$ cat config.mk
export PLATFORM = sky130hd
export DESIGN_NAME = cart_bank_decoder
export DESIGN_NICKNAME = d
export VERILOG_FILES = /design/src/rtl/cbd_pkg.sv /design/src/rtl/cbd_addr_decode.sv /design/src/rtl/cbd_ctrl_regs.sv /design/src/rtl/cbd_chr_regs.sv /design/src/rtl/cbd_prg_map.sv /design/src/rtl/cart_bank_decoder.sv
export SDC_FILE = /design/constraint.sdc
export NUM_CORES = 1
export LEC_CHECK = 0
export ABC_AREA = 1
export BUFFER_PORTS_ARGS = -buffer_cell sky130_fd_sc_hd__buf_2
export CAP_MARGIN = 20
export CORE_MARGIN = 1.5
export CORE_UTILIZATION = 30
export DETAILED_ROUTE_END_ITERATION = 12
export PLACE_DENSITY = 0.58
export SETUP_SLACK_MARGIN = 0.02
export SLEW_MARGIN = 20
export SYNTH_ARGS = -nofsm -noshare
export SYNTH_HDL_FRONTEND = slang
export SYNTH_SLANG_ARGS = --single-unit
$ cat constraint.sdc
create_clock -name clk -period 0.8 [get_ports clk]
set_clock_uncertainty 0.05 [all_clocks]
set_input_delay 0.04 -clock clk [delete_from_list [all_inputs] [get_ports clk]]
set_output_delay 0.04 -clock clk [all_outputs]
set_load 0.01 [all_outputs]
$ cat src/rtl/cbd_pkg.sv
package cbd_pkg;
  localparam int ADDR_W   = 16;
  localparam int DATA_W   = 8;
  localparam int NUM_CHR  = 8;
  localparam int CHR_IDXW = $clog2(NUM_CHR);
  localparam int NUM_PRG  = 2;

  typedef enum logic [1:0] {
    MIR_VERT   = 2'd0,
    MIR_HORIZ  = 2'd1,
    MIR_LOWER  = 2'd2,
    MIR_UPPER  = 2'd3
  } mirror_e;

  typedef struct packed {
    logic [NUM_PRG-1:0] prg_we;
    logic               mir_we;
    logic               ctl_we;
    logic [NUM_CHR-1:0] chr_we;
    logic               chr_hi;
  } wr_dec_t;
endpackage

$ cat src/rtl/cbd_addr_decode.sv
module cbd_addr_decode
  import cbd_pkg::*;
(
  input  logic              valid_i,
  input  logic [ADDR_W-1:0] addr_i,
  output wr_dec_t           dec_o
);
  localparam logic [ADDR_W-1:0] ADDR_MASK = 16'hF003;
  localparam logic [ADDR_W-1:0] CHR_BASE  = 16'hB000;

  logic [ADDR_W-1:0] a_m;
  logic [ADDR_W-1:0] chr_off;
  logic [CHR_IDXW-1:0] chr_idx;
  logic [3:0] page;

  always_comb begin
    a_m     = addr_i & ADDR_MASK;
    page    = a_m[15:12];
    chr_off = a_m - CHR_BASE;
    chr_idx = chr_off[13:11] | {{(CHR_IDXW-1){1'b0}}, a_m[1]};
    dec_o   = '0;
    dec_o.chr_hi = a_m[0];
    if (valid_i) begin
      unique case (page)
        4'h8, 4'hA: dec_o.prg_we[a_m[13]] = 1'b1;
        4'h9: begin
          if (!a_m[1])      dec_o.mir_we = 1'b1;
          else if (!a_m[0]) dec_o.ctl_we = 1'b1;
        end
        4'hB, 4'hC, 4'hD, 4'hE: dec_o.chr_we[chr_idx] = 1'b1;
        default: ;
      endcase
    end
  end
endmodule

$ cat src/rtl/cbd_ctrl_regs.sv
module cbd_ctrl_regs
  import cbd_pkg::*;
(
  input  logic              clk,
  input  logic              rst_n,
  input  wr_dec_t           dec_i,
  input  logic [DATA_W-1:0] data_i,
  output logic [NUM_PRG-1:0][DATA_W-1:0] prg_reg_o,
  output mirror_e           mirror_o,
  output logic [DATA_W-1:0] ctl_o
);
  for (genvar p = 0; p < NUM_PRG; p++) begin : g_prg
    always_ff @(posedge clk or negedge rst_n) begin
      if (!rst_n)             prg_reg_o[p] <= '0;
      else if (dec_i.prg_we[p]) prg_reg_o[p] <= data_i;
    end
  end

  always_ff @(posedge clk or negedge rst_n) begin
    if (!rst_n) begin
      mirror_o <= MIR_VERT;
      ctl_o    <= '0;
    end else begin
      if (dec_i.mir_we) mirror_o <= mirror_e'(data_i[1:0]);
      if (dec_i.ctl_we) ctl_o    <= data_i;
    end
  end
endmodule

$ cat src/rtl/cbd_chr_regs.sv
module cbd_chr_regs
  import cbd_pkg::*;
#(
  parameter int CHR_W = 9
) (
  input  logic              clk,
  input  logic              rst_n,
  input  wr_dec_t           dec_i,
  input  logic [DATA_W-1:0] data_i,
  output logic [NUM_CHR-1:0][CHR_W-1:0] chr_o
);
  localparam int LO_W = 4;
  localparam int HI_W = CHR_W - LO_W;

  for (genvar i = 0; i < NUM_CHR; i++) begin : g_chr
    always_ff @(posedge clk or negedge rst_n) begin
      if (!rst_n) begin
        chr_o[i] <= CHR_W'(i);
      end else if (dec_i.chr_we[i]) begin
        if (dec_i.chr_hi) chr_o[i] <= {data_i[HI_W-1:0], chr_o[i][LO_W-1:0]};
        else              chr_o[i] <= {chr_o[i][CHR_W-1:LO_W], data_i[LO_W-1:0]};
      end
    end
  end
endmodule

$ cat src/rtl/cbd_prg_map.sv
module cbd_prg_map
  import cbd_pkg::*;
#(
  parameter int PRG_OUT_W = 4
) (
  input  logic [NUM_PRG-1:0][DATA_W-1:0] prg_reg_i,
  input  logic                           swap_i,
  output logic [3:0][PRG_OUT_W-1:0]      slot_o
);
  localparam logic [PRG_OUT_W-1:0] BANK_LAST = '1;
  localparam logic [PRG_OUT_W-1:0] BANK_PENULT = BANK_LAST - 1'b1;

  logic [PRG_OUT_W-1:0] sel0;

  always_comb begin
    sel0      = prg_reg_i[0][PRG_OUT_W-1:0];
    slot_o[0] = swap_i ? BANK_PENULT : sel0;
    slot_o[1] = prg_reg_i[1][PRG_OUT_W-1:0];
    slot_o[2] = swap_i ? sel0 : BANK_PENULT;
    slot_o[3] = BANK_LAST;
  end
endmodule

$ cat src/rtl/cart_bank_decoder.sv
module cart_bank_decoder
  import cbd_pkg::*;
#(
  parameter int CHR_W     = 9,
  parameter int PRG_OUT_W = 4
) (
  input  logic                             clk,
  input  logic                             rst_n,
  input  logic                             wr_valid_i,
  output logic                             wr_ready_o,
  input  logic [ADDR_W-1:0]                wr_addr_i,
  input  logic [DATA_W-1:0]                wr_data_i,
  output logic [3:0][PRG_OUT_W-1:0]        prg_bank_o,
  output logic [NUM_CHR-1:0][CHR_W-1:0]    chr_bank_o,
  output logic [1:0]                       mirror_o
);
  localparam int SWAP_BIT = 1;

  wr_dec_t dec;
  logic [NUM_PRG-1:0][DATA_W-1:0] prg_reg;
  mirror_e mir_q;
  logic [DATA_W-1:0] ctl_q;

  assign wr_ready_o = 1'b1;

  cbd_addr_decode u_dec (
    .valid_i (wr_valid_i & wr_ready_o),
    .addr_i  (wr_addr_i),
    .dec_o   (dec)
  );

  cbd_ctrl_regs u_ctrl (
    .clk       (clk),
    .rst_n     (rst_n),
    .dec_i     (dec),
    .data_i    (wr_data_i),
    .prg_reg_o (prg_reg),
    .mirror_o  (mir_q),
    .ctl_o     (ctl_q)
  );

  cbd_chr_regs #(.CHR_W(CHR_W)) u_chr (
    .clk    (clk),
    .rst_n  (rst_n),
    .dec_i  (dec),
    .data_i (wr_data_i),
    .chr_o  (chr_bank_o)
  );

  cbd_prg_map #(.PRG_OUT_W(PRG_OUT_W)) u_prg (
    .prg_reg_i (prg_reg),
    .swap_i    (ctl_q[SWAP_BIT]),
    .slot_o    (prg_bank_o)
  );

  assign mirror_o = mir_q;
endmodule

==> flow_summary.json <==
{
  "status": "complete, but fails checks",
  "violations": "negative hold slack, negative setup slack",
  "cp-start-kind": "register",
  "drv_cap": 0,
  "worstPathRequired_ps": 710,
  "postSynth.asyncResetShare_pct": 100.0,
  "rsz0062_at_grt": "yes",
  "drc": 0,
  "wl_met1_um": 5235,
  "syn-cell-area_um2": 3666,
  "dr.pass1.iters": 4,
  "vias_per_cell": 4.822,
  "synth_cell_type_count": 21,
  "area_delta_synth_final_pct": 62.90,
  "layout_commonest_cell": "nand2_1",
  "cts_buffers": 9,
  "yosys_warnings": 0,
  "p_switching_mw": 3.833,
  "cts_max_path_buffers": 2,
  "wl_met3_um": 531,
  "cp-startpoint": "u_ctrl.ctl_o[1]",
  "via_count": 3530,
  "power_mw": 12.58,
  "globalplace.congestion": 0.7796,
  "endpoint_kind": "output pin",
  "core-area_um2": 11960,
  "post-place-cells": 671,
  "die_area_um2": 12890,
  "drtIter0Drc": 198,
  "synthCells": 404,
  "r2r-end": "u_chr.chr_o[28]",
  "io_pins": 118,
  "grt_util_all_layers_pct": 16.89,
  "dr.max_layer_used": "met4",
  "path_class": "register to output pin",
  "routed-wl-met2_um": 5457,
  "hold_viol": 1,
  "grt_pass1_wl_um": 16910,
  "wl_per_cell_um": 15.55,
  "cp_max_fo": 7,
  "dpl_worst_slack_ps": -361.4,
  "placed_cell_area_um2": 4707,
  "dieWidth_um": 113.5,
  "yosys_most_used_dff": "dfrtp_1",
  "avgSynthCellArea_um2": 9.074,
  "fin_nets": 607,
  "finalSetupTns_ps": -16470,
  "start_util_pct": 30.65,
  "setup_viol": 92,
  "rr_startpoint": "u_chr.chr_o[28]",
  "p_sw_share_pct": 30.48,
  "routed_wl_um": 11380,
  "clock_sinks": 83,
  "ys_ff_latch": 83,
  "power.leakage_nw": 3.047,
  "finalNonFillerCells": 732,
  "fillers": 1110,
  "rr_worst_depth": 3,
  "antenna_left": 0,
  "postCtsHoldBufs": 3,
  "die_h_um": 113.5,
  "peakVddDrop_v": 0.001124,
  "power.sequential.fraction_pct": 42.3,
  "worstPathArrival_ps": 1050,
  "antenna_found_initial": 0,
  "place_hpwl_um": 7435,
  "whs_ps": -0.5091,
  "final_max_slew_viol_count": 0,
  "clkTransAtPathRegs_ps": 70,
  "fmax_mhz": 877.3,
  "multiInputGateArea_um2": 1665,
  "p_int_mw": 8.743,
  "htreeDepth": 3,
  "combPwrFrac_pct": 25.9,
  "reg2reg_slack_ps": -40,
  "finalCriticalPeriod_ps": 1140,
  "worstHoldPathType": "input pin to async pin",
  "final_area_um2": 5972,
  "post-route-period-util_pct": 142.5,
  "synth_edf_count": 0,
  "drive_above_1_share_pct": 52.31,
  "grt_max_degree": 59,
  "grt-ovfl-total": 0,
  "power_frac_clock_pct": 31.8,
  "cts_tree": "yes",
  "port_buffers": 99,
  "clock_latency_ps": 340,
  "setup_ws_ps": -339.8,
  "utilization_pct": 49.93,
  "root_buffer": "clkbuf_16",
  "layout_common_cells": "nand2_1, buf_2, dfrtp_1",
  "yosysSeqAreaShare_pct": 57.06,
  "row_count": 40,
  "antenna_cells": 0,
  "layout.area.seq_um2": 2093,
  "grt_pass1_vias": 3272,
  "powerDensity_nw_per_um2": 2106
}
[power groups by stage]
stage	logic (mW)	registers [mW]	clock network, mW
5_1_grt	3.56	5.38	4.29
3_3_place_gp	2.25	5.31	0
2_1_floorplan	0.992	5.50	0
3_5_place_dp	2.30	5.33	0
4_1_cts	2.73	5.27	4.07
6_report	3.26	5.32	4.00
[how the worst max path moves through the flow]
stage | end | slack, ps | cells past startpoint
6_report | prg_bank_o[0] | -340 | 2
5_1_grt | prg_bank_o[0] | -380 | 2
4_1_cts | prg_bank_o[2] | -350 | 3
3_5_place_dp | u_chr.chr_o[36] | -360 | 8
3_3_place_gp | u_ctrl.prg_reg_o[10] | -330 | 9
2_1_floorplan | u_chr.chr_o[22] | -50 | 4
[Yosys cell counts (5+ instances only)]
cell type	n	area share, %
nand2_1	149	15
nor2_1	7	0.72
buf_6	5	1.5
dfstp_2	12	8.6
nor2_2	6	1.0
nand3_2	10	2.7
clkbuf_1	9	0.92
dfrtp_1	71	48
nand4_1	55	9.4
nand3_1	8	1.1
o21ai_0	22	3.0
buf_4	14	2.9
inv_1	19	1.9
[layout make-up]
cell class | instances | area share (%)
Timing Repair Buffer | 194 | 27.61
Multi-Input combinational cell | 272 | 27.89
Inverter | 20 | 1.550
Clock buffer | 10 | 4.002
Clock inverter | 6 | 0.8171
Tap cell | 147 | 3.080
Sequential cell | 83 | 35.05
[worst max-delay path, cell delays in order, from the launching register on]
cell and delay (ps):
dfrtp_2 460, nor2_1 120, buf_2 130
[layer usage]
| metal | GRT usage, % | vias up |
|---|---|---|
| met5 | 0 | - |
| met4 | 4.833 | 0 |
| met3 | 3.666 | 15 |
| met2 | 26.87 | 113 |
| met1 | 23.30 | 1703 |
| li1 | - | 1699 |
[registers in the layout, indices dropped and copies added, names as in the netlist]
register          cells
u_ctrl.mirror_o       2
u_ctrl.ctl_o          1
u_chr.chr_o          72
u_ctrl.prg_reg_o      8
[cell families (layout without fill, tap and decap cells)]
kind of cell | after synthesis | after routing | synth area share [%]
other | 1 | 5 | 0.1023
buffers and inverters | 53 | 230 | 8.020
AO/OA/AOI/OAI | 29 | 29 | 3.959
flip-flops | 83 | 83 | 57.06
AND/OR/NAND/NOR | 238 | 238 | 30.85
[what timing repair did]
action,CTS,global route
buffers inserted,25,23
endpoints found under the setup margin,97,163
cloned,1,3
endpoints found under the hold margin,87,3
pin swaps,6,47
gates resized for setup,26,130
Power figures use the tool's default switching activity.
